File: config.mk
export PLATFORM = sky130hd
export DESIGN_NAME = zcl_latch_top
export DESIGN_NICKNAME = d
export VERILOG_FILES = /design/src/rtl/zcl_pkg.sv /design/src/rtl/zcl_sync.sv /design/src/rtl/zcl_serial_rx.sv /design/src/rtl/zcl_timer.sv /design/src/rtl/zcl_apply_ctrl.sv /design/src/rtl/zcl_latch_top.sv
export SDC_FILE = /design/constraint.sdc
export NUM_CORES = 1
export LEC_CHECK = 0
export CORE_UTILIZATION = 45
export DETAILED_ROUTE_END_ITERATION = 6
export DONT_BUFFER_PORTS = 1
export PLACE_DENSITY_LB_ADDON = 0.08
export SYNTH_ARGS = -nofsm -noshare
export SYNTH_HDL_FRONTEND = slang
export SYNTH_SLANG_ARGS = --single-unit
File: constraint.sdc
create_clock -name clk -period 8.3 [get_ports clk]
set_input_delay 1.245 -clock clk [delete_from_list [all_inputs] [get_ports clk]]
set_output_delay 1.245 -clock clk [all_outputs]
set_load 0.05 [all_outputs]
File: src/rtl/zcl_pkg.sv
package zcl_pkg;
  localparam int SEL_W  = 4;
  localparam int MODE_W = 2;

  // One-hot detection points, bit position = comparator mux input
  localparam logic [SEL_W-1:0] PT_VOLUME = 4'b0001;
  localparam logic [SEL_W-1:0] PT_TONE   = 4'b0010;
  localparam logic [SEL_W-1:0] PT_FADER  = 4'b0100;
  localparam logic [SEL_W-1:0] PT_SOURCE = 4'b1000;

  localparam logic [MODE_W-1:0] MODE_ZC_WAIT = 2'b00;

  typedef struct packed {
    logic [MODE_W-1:0] mode;
    logic [SEL_W-1:0]  sel;
  } ctl_fields_t;

  function automatic logic [SEL_W-1:0] decode_point(input logic [SEL_W-1:0] raw);
    if ($countones(raw) == 1) return raw;
    return PT_SOURCE;
  endfunction
endpackage

File: src/rtl/zcl_sync.sv
module zcl_sync #(
  parameter int WIDTH  = 1,
  parameter int STAGES = 2
) (
  input  logic             clk,
  input  logic             rst_n,
  input  logic [WIDTH-1:0] d_i,
  output logic [WIDTH-1:0] q_o
);
  logic [WIDTH-1:0] stage_q [STAGES];

  for (genvar s = 0; s < STAGES; s++) begin : g_stage
    always_ff @(posedge clk or negedge rst_n) begin
      if (!rst_n) stage_q[s] <= '0;
      else if (s == 0) stage_q[s] <= d_i;
      else stage_q[s] <= stage_q[(s == 0) ? 0 : s-1];
    end
  end

  assign q_o = stage_q[STAGES-1];
endmodule

File: src/rtl/zcl_serial_rx.sv
module zcl_serial_rx #(
  parameter int FRAME_W = 14,
  parameter int SYNC_N  = 2
) (
  input  logic               clk,
  input  logic               rst_n,
  input  logic               ce_i,
  input  logic               cl_i,
  input  logic               di_i,
  output logic               frame_vld_o,
  output logic [FRAME_W-1:0] frame_o
);
  logic [2:0] raw_in, sync_in;
  logic       ce_s, cl_s, di_s;
  logic       ce_d, cl_d;
  logic [FRAME_W-1:0] shift_q;

  assign raw_in = {ce_i, cl_i, di_i};

  zcl_sync #(.WIDTH(3), .STAGES(SYNC_N)) u_sync (
    .clk  (clk),
    .rst_n(rst_n),
    .d_i  (raw_in),
    .q_o  (sync_in)
  );

  assign {ce_s, cl_s, di_s} = sync_in;

  always_ff @(posedge clk or negedge rst_n) begin
    if (!rst_n) begin
      ce_d <= 1'b0;
      cl_d <= 1'b0;
    end else begin
      ce_d <= ce_s;
      cl_d <= cl_s;
    end
  end

  always_ff @(posedge clk or negedge rst_n) begin
    if (!rst_n) shift_q <= '0;
    else if (ce_s && cl_s && !cl_d) shift_q <= {shift_q[FRAME_W-2:0], di_s};
  end

  always_ff @(posedge clk or negedge rst_n) begin
    if (!rst_n) begin
      frame_vld_o <= 1'b0;
      frame_o     <= '0;
    end else begin
      frame_vld_o <= ce_d && !ce_s;
      if (ce_d && !ce_s) frame_o <= shift_q;
    end
  end

  // a transfer end is a single-cycle event
  p_frame_single_r2: assert property (@(posedge clk) disable iff (!rst_n)
    frame_vld_o |=> !frame_vld_o);
  // the word is only released with chip enable low
  p_frame_ce_low_r2: assert property (@(posedge clk) disable iff (!rst_n)
    frame_vld_o |-> !ce_d);
endmodule

File: src/rtl/zcl_timer.sv
module zcl_timer #(
  parameter int TMR_W = 24
) (
  input  logic             clk,
  input  logic             rst_n,
  input  logic             start_i,
  input  logic             stop_i,
  input  logic [TMR_W-1:0] limit_i,
  output logic             expired_o
);
  logic             running_q;
  logic [TMR_W-1:0] cnt_q;
  logic [TMR_W:0]   next_cnt;

  assign next_cnt  = {1'b0, cnt_q} + 1'b1;
  assign expired_o = running_q && (next_cnt >= {1'b0, limit_i});

  always_ff @(posedge clk or negedge rst_n) begin
    if (!rst_n) begin
      running_q <= 1'b0;
      cnt_q     <= '0;
    end else if (start_i) begin
      running_q <= 1'b1;
      cnt_q     <= '0;
    end else if (stop_i) begin
      running_q <= 1'b0;
      cnt_q     <= '0;
    end else if (running_q && (cnt_q != '1)) begin
      cnt_q <= cnt_q + 1'b1;
    end
  end
endmodule

File: src/rtl/zcl_apply_ctrl.sv
module zcl_apply_ctrl
  import zcl_pkg::*;
#(
  parameter int               PAY_W   = 8,
  parameter int               TMR_W   = 24,
  parameter logic [PAY_W-1:0] RST_PAY = '0,
  localparam int              FRAME_W = PAY_W + MODE_W + SEL_W
) (
  input  logic               clk,
  input  logic               rst_n,
  input  logic               frame_vld_i,
  input  logic [FRAME_W-1:0] frame_i,
  input  logic               zc_pulse_i,
  input  logic [TMR_W-1:0]   timeout_i,
  output logic [SEL_W-1:0]   det_point_o,
  output logic               zc_mode_o,
  output logic               apply_stb_o,
  output logic [PAY_W-1:0]   payload_o
);
  ctl_fields_t      ctl;
  logic [PAY_W-1:0] new_pay, pend_pay_q;
  logic             pending_q, wait_mode, expired;
  logic             fire_pending, apply_now, tmr_start;

  assign new_pay = frame_i[FRAME_W-1 -: PAY_W];
  assign ctl     = frame_i[MODE_W+SEL_W-1:0];
  assign wait_mode = (ctl.mode == MODE_ZC_WAIT);

  assign fire_pending = pending_q && (zc_pulse_i || expired);
  assign apply_now    = frame_vld_i ? !wait_mode : fire_pending;
  assign tmr_start    = frame_vld_i && wait_mode;

  zcl_timer #(.TMR_W(TMR_W)) u_timer (
    .clk      (clk),
    .rst_n    (rst_n),
    .start_i  (tmr_start),
    .stop_i   (apply_now),
    .limit_i  (timeout_i),
    .expired_o(expired)
  );

  always_ff @(posedge clk or negedge rst_n) begin
    if (!rst_n) begin
      det_point_o <= PT_SOURCE;
      zc_mode_o   <= 1'b0;
      pending_q   <= 1'b0;
      pend_pay_q  <= RST_PAY;
    end else if (frame_vld_i) begin
      det_point_o <= decode_point(ctl.sel);
      zc_mode_o   <= wait_mode;
      pending_q   <= wait_mode;
      pend_pay_q  <= new_pay;
    end else if (fire_pending) begin
      pending_q <= 1'b0;
    end
  end

  always_ff @(posedge clk or negedge rst_n) begin
    if (!rst_n) begin
      payload_o   <= RST_PAY;
      apply_stb_o <= 1'b0;
    end else begin
      apply_stb_o <= apply_now;
      if (apply_now) payload_o <= frame_vld_i ? new_pay : pend_pay_q;
    end
  end

  // the comparator select is always exactly one point
  p_point_onehot_r3: assert property (@(posedge clk) disable iff (!rst_n)
    $countones(det_point_o) == 1);
  // an immediate-mode word never leaves anything pending
  p_direct_clears_r4: assert property (@(posedge clk) disable iff (!rst_n)
    frame_vld_i && !wait_mode |=> apply_stb_o && !pending_q);
  // a crossing on a pending word applies it next
  p_zc_applies_r5: assert property (@(posedge clk) disable iff (!rst_n)
    pending_q && zc_pulse_i && !frame_vld_i |=> apply_stb_o && !pending_q);
  // expiry applies the pending word
  p_timeout_applies_r6: assert property (@(posedge clk) disable iff (!rst_n)
    pending_q && expired && !frame_vld_i |=> apply_stb_o);
  // output payload moves only with the strobe
  p_payload_held_r7: assert property (@(posedge clk) disable iff (!rst_n)
    !apply_stb_o |-> $stable(payload_o));
  // no strobe without a reason
  p_no_idle_strobe_r9: assert property (@(posedge clk) disable iff (!rst_n)
    !pending_q && !frame_vld_i |=> !apply_stb_o);
endmodule

File: src/rtl/zcl_latch_top.sv
module zcl_latch_top
  import zcl_pkg::*;
#(
  parameter int               PAY_W   = 8,
  parameter int               TMR_W   = 24,
  parameter int               SYNC_N  = 2,
  parameter logic [PAY_W-1:0] RST_PAY = '0,
  localparam int              FRAME_W = PAY_W + MODE_W + SEL_W
) (
  input  logic             clk,
  input  logic             rst_n,
  input  logic             ce_i,
  input  logic             cl_i,
  input  logic             di_i,
  input  logic             zc_pulse_i,
  input  logic [TMR_W-1:0] timeout_i,
  output logic [3:0]       det_point_o,
  output logic             zc_mode_o,
  output logic             apply_stb_o,
  output logic [PAY_W-1:0] payload_o
);
  logic               frame_vld;
  logic [FRAME_W-1:0] frame;

  zcl_serial_rx #(.FRAME_W(FRAME_W), .SYNC_N(SYNC_N)) u_rx (
    .clk        (clk),
    .rst_n      (rst_n),
    .ce_i       (ce_i),
    .cl_i       (cl_i),
    .di_i       (di_i),
    .frame_vld_o(frame_vld),
    .frame_o    (frame)
  );

  zcl_apply_ctrl #(.PAY_W(PAY_W), .TMR_W(TMR_W), .RST_PAY(RST_PAY)) u_ctrl (
    .clk        (clk),
    .rst_n      (rst_n),
    .frame_vld_i(frame_vld),
    .frame_i    (frame),
    .zc_pulse_i (zc_pulse_i),
    .timeout_i  (timeout_i),
    .det_point_o(det_point_o),
    .zc_mode_o  (zc_mode_o),
    .apply_stb_o(apply_stb_o),
    .payload_o  (payload_o)
  );

  // reset value of the select is the source point
  p_reset_point_r1: assert property (@(posedge clk)
    !rst_n |=> det_point_o == 4'b1000 || !rst_n);
endmodule

* Word-level counts from Yosys, hierarchy flattened
Index checks and enable logic that the tools add are counted.
** Storage, ports and cells
- Word-level logic and storage cells :: 51
- Register bits :: 85
- Input bits :: 30
** Operators by class
- $add $sub $neg :: 5
- $lt $le $gt $ge :: 1
- Eq/ne operators :: 2
- Reduce and logical (&&, ||, !) cells :: 15
- Muxes and demuxes :: 13
** Operators with widths (count)
- 24-bit 2-to-1 mux :: 3
- 32-bit adder :: 1
- 32-bit by 2-bit == test with 1-bit output, second input constant :: 1
- 24-bit by 1-bit adder with 25-bit output, second input constant :: 1
- 25-bit by 24-bit >= comparator with 1-bit output :: 1
- 24-bit by 1-bit adder with 24-bit output, second input constant :: 1
- 24-bit != test, second input constant :: 1
- 4-bit 2-to-1 mux :: 2
- 8-bit 2-to-1 mux :: 1
- 1-bit logical AND :: 7
- 1-bit 2-to-1 mux :: 7
- 1-bit by 1-bit adder with 2-bit output :: 2
- 2-bit nonzero test :: 2
- 1-bit zero test :: 3
- 3-bit nonzero test :: 1
- 2-bit zero test :: 1
- 1-bit logical OR :: 1

* Depth between registers and ports, before layout
Gate-level depths: netlist of the first run.
- Depth after elaboration :: 8
- Mapped depth :: 14

* Hierarchy
From an unflattened synthesis of the first run, not the netlist that was laid out.
** Second synthesis, totals
- Cell total of the unflattened synthesis :: 408
- Area total of the unflattened synthesis :: 4628.2 um^2
** Modules (own cells, without submodules)
- zcl_timer :: times used 1, area an instance 2268.4 um^2, cells each 267
- zcl_serial_rx :: times used 1, area an instance 1201.2 um^2, cells each 65
- zcl_apply_ctrl :: times used 1, area an instance 985.9 um^2, cells each 67
- zcl_sync :: times used 1, area an instance 172.7 um^2, cells each 9

* Least setup slack after synthesis of the first run
No wires, ideal clock.
- Kind :: register -> register
- Start :: register u_ctrl.u_timer.cnt_q[0]
- End :: register u_ctrl.payload_o[0]
- Period minus slack after synthesis :: 3.319 ns
- Data required time :: 8.175 ns
- Cell stages (with the launch flop) :: 14
- Slack :: 4.981 ns
- Data arrival time :: 3.195 ns
- Cell sequence :: dfrtp_1 ha_1 nand3_1 buf_4 nor3_1 nand3_1 xnor2_1 ha_1 a21oi_1 o22ai_1 nor4_2 nand3_1 o31ai_4 mux2_2
** Between the ends
- Cells in the longest elaborated chain, start to end :: 6
** Ends and longest elaborated chain
- from (decl) :: line zcl_timer.sv:12 : logic [TMR_W-1:0] cnt_q;
- from (signal assigned) :: line zcl_timer.sv:29 : cnt_q <= cnt_q + 1'b1;
- 24-bit by 1-bit adder with 25-bit output :: line zcl_timer.sv:15 : assign next_cnt = {1'b0, cnt_q} + 1'b1;
- 25-bit by 24-bit >= comparator with 1-bit output :: line zcl_timer.sv:16 : assign expired_o = running_q && (next_cnt >= {1'b0, limit_i});
- 1-bit logical AND :: line zcl_timer.sv:16
- 1-bit logical OR :: line zcl_apply_ctrl.sv:29 : assign fire_pending = pending_q && (zc_pulse_i || expired);
- 1-bit logical AND :: line zcl_apply_ctrl.sv:29
- 1-bit 2-to-1 mux :: line zcl_apply_ctrl.sv:30 : assign apply_now = frame_vld_i ? !wait_mode : fire_pending;
- to (signal assigned) :: line zcl_apply_ctrl.sv:64 : if (apply_now) payload_o <= frame_vld_i ? new_pay : pend_pay_q;
- to (decl) :: line zcl_apply_ctrl.sv:18 : output logic [PAY_W-1:0] payload_o
Every way passes these cells.
A chain may end at the register's enable or synchronous reset.

* Worst setup path in the final report of the first run
- Start :: register u_ctrl.u_timer.cnt_q[0]
- End :: register u_ctrl.payload_o[5]
Same word-level chain as after synthesis.

==> impl_metrics.py, run 1 <==
metrics = {
    "placed_design": {
        "dp_cells": 576,
        "dp.final_hpwl_um": 6480,
        "gp_congestion": 0.824,
        "placed_area_um2": 4880,
        "io_buffers": 0,
    },
    "detailed_routing": {
        "drt_iter0_drc": 120,
        "routed-wl-met3_um": 287,
        "antenna_left": 0,
        "first_pass_iters": 4,
        "routedLengthMet1_um": 4500,
        "wire_per_inst_um": 16.0,
        "drc": 0,
        "vias": 3292,
        "postRouteWirelength_um": 9470,
        "highest_layer": "met4",
        "vias_per_cell": 5.56,
        "route.met2.wl_um": 4520,
    },
    "cells_and_area": {
        "final_common_cell": "dfrtp_1",
        "final_cell_mix": "83 x dfrtp_1, 59 x mux2_2, 35 x nand2_1, 31 x inv_1",
        "fillerInstances": 994,
        "final_cells": 592,
        "nNetsFinal": 510,
        "antenna_cells": 0,
        "stdcell_area_um2": 5080,
        "drive_gt1_share_pct": 19.7,
        "synthToLayoutAreaGrowth_pct": 5.97,
    },
    "floorplanning": {
        "die_area_um2": 11100,
        "core_area_um2": 10300,
        "num_io_pins": 44,
        "start_util_pct": 46.5,
        "fp-row-count": 37,
        "die_w_um": 105,
        "die_h_um": 105,
    },
    "critical_path": {
        "cp-start-kind": "flip-flop",
        "crit_top_cell": "nand3_1",
        "slowest_delay_ns": 0.72,
        "path_cells": "ha_1, nand3_1, nor3_1, nand3_1, xnor2_1, ha_1, a21oi_1, o22ai_1, nor4_2, nand3_1, o31ai_4, mux2_2",
        "regToRegStartpoint": "u_ctrl.u_timer.cnt_q[0]$_DFFE_PN0P_",
        "crit_slowest_cell": "o31ai_4",
        "cpLargestDelayFamily": "simple AND/OR/NAND/NOR gates",
        "end_kind": "flip-flop",
        "startpoint": "u_ctrl.u_timer.cnt_q[0]$_DFFE_PN0P_",
        "worstPathArrival_ns": 4.68,
        "required_ns": 8.53,
        "critPathBufInv": 0,
        "worstSetupPathType": "flip-flop to flip-flop",
        "critPathMaxFanout": 15,
    },
    "clock_tree": {
        "cts_tree": "built",
        "cts_resized": 0,
        "cts_max_level": 3,
        "clockBufferDepth": 2,
        "clock-root-buffer": "clkbuf_8",
        "postCtsSetupBuffers": 0,
        "cts_sinks": 84,
        "clkTransAtPathRegs_ns": 0.09,
        "clk_latency_ns": 0.34,
        "ctsHoldBuffers": 0,
        "cts_buffers": 9,
    },
    "yosys": {
        "synth_cell_types": 46,
        "yosysTopAreaCellShare_pct": 43.3,
        "synth_seq_cells": 84,
        "ys_seq_area_share_pct": 43.8,
        "synth-edff-count": 0,
        "synth_flop_cell": "dfrtp_1",
        "syn_inst": 459,
        "yosys_warnings": 0,
        "synth_area_um2": 4800,
        "synth_area_leaders": "dfrtp_1 43%, mux2_2 14%, ha_1 7.3%",
        "syn_area_per_cell_um2": 10.5,
        "synthArstFlopShare_pct": 100,
        "synth_top_cell_by_area": "dfrtp_1",
        "syn-num-nets": 518,
    },
    "grt": {
        "grt.overflow.total": 0,
        "grt_pass1_wl_um": 16100,
        "track_usage_pct": 18.4,
        "antenna_found_initial": 0,
        "grt_max_degree": 85,
        "grt_pass1_vias": 3311,
    },
    "power": {
        "p_per_area_nw_per_um2": 208,
        "leakagePower_nw": 2.40,
        "p_total_mw": 1.06,
        "irDropWorstVdd_mv": 0.165,
    },
    "timing": {
        "rsz0062_at_grt": "false",
        "maxSlewHeadroom_pct": 51.3,
        "fmaxAchievable_ghz": 0.225,
        "hold_violations": 0,
        "drv_slew": 0,
        "finalCritPeriodShare_pct": 53.6,
        "setup_tns_ns": 0,
        "fin_worst_skew_ns": 0.00992,
        "setup_viol": 0,
        "worstMarginPinSlew_ns": 0.728,
        "hold_ws_ns": 0.355,
        "finalCriticalPeriod_ns": 4.45,
    },
    "run_status": {
        "status": "finished, final reports clean",
    },
    "min_path": {
        "min_from": "u_rx.u_sync.stage_q[5]$_DFF_PN0_",
        "worstHoldPathType": "flip-flop to flip-flop",
    },
    "flow_run": {
        "max-cap-violations": 0,
    },
}
## synth_stat cells (all sizes together) (2+ instances only)
master	count
a211oi	2
mux2	59
or2b	2
nand3	14
nand3b	3
and2b	2
ha	28
a31oi	2
dfrtp	83
nand2	35
o21ai	8
inv	31
nor4	13
xnor2	11
nor2	12
buf	8
xor2	10
o21a	7
nand4	18
or4	7
a31o	2
and3	5
a21oi	28
o2bb2ai	3
nor2b	15
nand2b	15
clkbuf	16
nor3	8
and4	4
## registers in the layout, indices dropped and copies added (netlist names), 3 cells and up
name	flops
u_ctrl.det_point_o	4
u_rx.shift_q	14
u_ctrl.payload_o	8
u_rx.frame_o	14
u_ctrl.u_timer.cnt_q	24
u_rx.u_sync.stage_q	3
u_ctrl.pend_pay_q	8
u_rx.u_sync.q_o	3
## path summary, 6_finish.rpt
check,to,slack [ns],cells past startpoint
setup / recovery,u_ctrl.payload_o[5]$_DFFE_PN0P_,3.85,12
hold / removal,u_rx.u_sync.q_o[2]$_DFF_PN0_,0.35,0
setup reg to reg,u_ctrl.payload_o[5]$_DFFE_PN0P_,3.85,12
hold reg to reg,u_rx.u_sync.q_o[2]$_DFF_PN0_,0.35,0
max in group asynchronous,u_ctrl.det_point_o[3]$_DFFE_PN1P_,7.51,0
min in group asynchronous,u_rx.u_sync.q_o[2]$_DFF_PN0_,0.59,0
## metrics by stage
stage,setup slack [ns],utilization (%)
CTS,3.81,49.2
finish,3.85,49.2
detailed placement,3.86,47.3
floorplan,4.98,-
global placement,3.96,47.3
global route,3.42,49.2
## kinds of logic (layout without fill, tap and decap cells)
group / count (synthesis) / after routing / synth area share [%]
AND/OR/NAND/NOR: 156 / 156 / 18.6
flip-flops: 84 / 84 / 43.8
multiplexers: 60 / 60 / 14.1
buffers and inverters: 55 / 52 / 4.93
AO/OA/AOI/OAI: 54 / 54 / 7.04
adder cells (fa/ha/maj): 29 / 29 / 7.72
XOR/XNOR: 21 / 21 / 3.83
## power breakdown
| part | switching (mW) | internal, mW |
|---|---|---|
| registers | 0.102 | 0.475 |
| logic | 0.0922 | 0.0964 |
| clock network | 0.151 | 0.142 |
| total | 0.346 | 0.713 |
## routing by layer
| layer | GRT usage (%) | vias to the layer above |
|---|---|---|
| li1 | - | 1598 |
| met3 | 3.34 | 13 |
| met1 | 24.6 | 1623 |
| met4 | 6.64 | 0 |
| met5 | 0 | - |
| met2 | 30.1 | 58 |
## layout make-up
class                           count  area [um^2]  area share [%]
Multi-Input combinational cell    320         2460            48.3
Sequential cell                    84         2100            41.4
Tap cell                          136          170            3.35
Clock buffer                       10          128            2.51
Inverter                           31          116            2.29
Clock inverter                      6         71.3            1.40
Timing Repair Buffer                5         37.5           0.738
Power figures use the tool's default switching activity.
==> run 2: changes to the inputs <==
- clock period: 8.3 -> 3.95 ns (I/O delays scaled with it)
==> impl_metrics.py, run 2 (same netlist as run 1, synthesis figures left out) <==
metrics = {
    "run_status": {
        "status": "finished, final reports clean",
    },
    "cells_and_area": {
        "final_cell_mix": "83 x dfrtp_1, 59 x mux2_2, 35 x nand2_1, 31 x inv_1",
        "antenna_cells": 0,
        "stdcell_area_um2": 5150,
        "drive_gt1_share_pct": 20.8,
        "top_regs": "u_ctrl.u_timer.cnt_q: 24 flops, u_rx.frame_o: 14 flops, u_rx.shift_q: 14 flops",
        "largest_reg_flops": 24,
        "nNetsFinal": 516,
        "synthToLayoutAreaGrowth_pct": 7.33,
        "fillerInstances": 955,
        "final_cells": 598,
        "final_common_cell": "dfrtp_1",
        "largest-register": "u_ctrl.u_timer.cnt_q",
    },
    "critical_path": {
        "cpLargestDelayFamily": "simple AND/OR/NAND/NOR gates",
        "path_cells": "nand4_2, nor3_1, nand3_1, xnor2_1, ha_1, nand3_2, nor4_1, nand2_1, a31oi_2, o31ai_4, buf_4, mux2_2",
        "worstPathArrival_ns": 3.86,
        "critPathBufInv": 1,
        "cp-start-kind": "flip-flop",
        "slowest_delay_ns": 0.53,
        "required_ns": 4.19,
        "critPathMaxFanout": 9,
        "end_kind": "flip-flop",
        "crit_slowest_cell": "nor3_1",
        "worstSetupPathType": "flip-flop to flip-flop",
        "ff2ff_setup_slack_ns": 0.33,
    },
    "clock_tree": {
        "cts_max_level": 3,
        "clockBufferDepth": 2,
        "ctsHoldBuffers": 1,
        "cts_resized": 0,
        "clk_latency_ns": 0.35,
        "cts_tree": "built",
        "postCtsSetupBuffers": 0,
        "cts_sinks": 84,
        "clock-root-buffer": "clkbuf_8",
        "cts_buffers": 9,
        "clkTransAtPathRegs_ns": 0.09,
    },
    "grt": {
        "grt_pass1_wl_um": 16500,
        "grt_max_degree": 84,
        "grt.overflow.total": 0,
        "antenna_found_initial": 0,
        "grt_pass1_vias": 3330,
        "track_usage_pct": 18.7,
    },
    "timing": {
        "finalCritPeriodShare_pct": 91.6,
        "maxSlewHeadroom_pct": 52.3,
        "hold_violations": 0,
        "worstMarginPinSlew_ns": 0.714,
        "fin_worst_skew_ns": 0.0173,
        "setup_tns_ns": 0,
        "finalCriticalPeriod_ns": 3.62,
        "setup_viol": 0,
        "drv_slew": 0,
        "rsz0062_at_grt": "false",
        "fmaxAchievable_ghz": 0.276,
    },
    "floorplanning": {
        "num_io_pins": 44,
        "die_w_um": 105,
        "die_area_um2": 11100,
        "die_h_um": 105,
        "fp-row-count": 37,
        "core_area_um2": 10300,
        "start_util_pct": 46.5,
    },
    "min_path": {
        "worstHoldPathType": "input port to asynchronous set/reset pin",
    },
    "flow_run": {
        "max-cap-violations": 0,
    },
    "detailed_routing": {
        "vias_per_cell": 5.51,
        "first_pass_iters": 4,
        "postRouteWirelength_um": 9610,
        "antenna_left": 0,
        "wire_per_inst_um": 16.1,
        "drc": 0,
        "vias": 3295,
        "drt_iter0_drc": 106,
    },
    "placed_design": {
        "placed_area_um2": 4920,
        "dp_cells": 581,
        "io_buffers": 0,
        "gp_congestion": 0.814,
        "dp.final_hpwl_um": 6730,
    },
    "power": {
        "p_per_area_nw_per_um2": 438,
        "leakagePower_nw": 2.43,
        "p_total_mw": 2.25,
        "irDropWorstVdd_mv": 0.282,
    },
}
run 2: cell type report:
class	instances	area, um^2	share of cell area [%]
Clock buffer	10	128	2.48
Multi-Input combinational cell	320	2460	47.7
Tap cell	136	170	3.30
Timing Repair Buffer	11	103	1.99
Clock inverter	6	71.3	1.39
Inverter	31	116	2.26
Sequential cell	84	2100	40.9
run 2: final timing paths:
| check | startpoint | endpoint | depth (start not counted) |
|---|---|---|---|
| max | u_ctrl.u_timer.cnt_q[4]$_DFFE_PN0P_ | u_ctrl.payload_o[0]$_DFFE_PN0P_ | 12 |
| min | rst_n | u_ctrl.det_point_o[3]$_DFFE_PN1P_ | 0 |
| max reg2reg | u_ctrl.u_timer.cnt_q[4]$_DFFE_PN0P_ | u_ctrl.payload_o[0]$_DFFE_PN0P_ | 12 |
| min reg2reg | u_rx.u_sync.stage_q[5]$_DFF_PN0_ | u_rx.u_sync.q_o[2]$_DFF_PN0_ | 0 |
| max in group asynchronous | rst_n | u_ctrl.u_timer.cnt_q[0]$_DFFE_PN0P_ | 1 |
| min in group clk | ce_i | u_rx.u_sync.stage_q[5]$_DFF_PN0_ | 0 |
run 2: stage by stage:
stage | hold slack, ns | setup WS [ns] | util, %
2_1_floorplan | 0.297 | 0.631 | -
3_3_place_gp | 0.299 | 0.432 | 47.7
3_5_place_dp | 0.299 | 0.382 | 47.7
4_1_cts | 0.0621 | 0.328 | 49.9
5_1_grt | 0.0615 | 0.00120 | 49.9
6_report | 0.0849 | 0.331 | 49.9
run 2: metal layers:
| layer | up-vias | share of wire [%] | track usage, % |
|---|---|---|---|
| li1 | 1605 | - | - |
| met1 | 1617 | 47 | 24.9 |
| met2 | 64 | 48 | 31.3 |
| met3 | 9 | 3.6 | 3.15 |
| met4 | 0 | 1.1 | 5.23 |
| met5 | - | 0 | 0 |
run 2: report_power, final:
group | internal, mW | total, mW | switching [mW]
combinational | 0.207 | 0.405 | 0.198
clock | 0.298 | 0.619 | 0.321
sequential | 0.997 | 1.23 | 0.232
run 2: worst reg2reg max path: stages, from the launching register on:
cell	delay, ns
dfrtp_1	0.52
nand4_2	0.23
nor3_1	0.53
nand3_1	0.17
xnor2_1	0.18
ha_1	0.32
nand3_2	0.10
nor4_1	0.45
nand2_1	0.19
a31oi_2	0.27
o31ai_4	0.08
buf_4	0.20
mux2_2	0.28
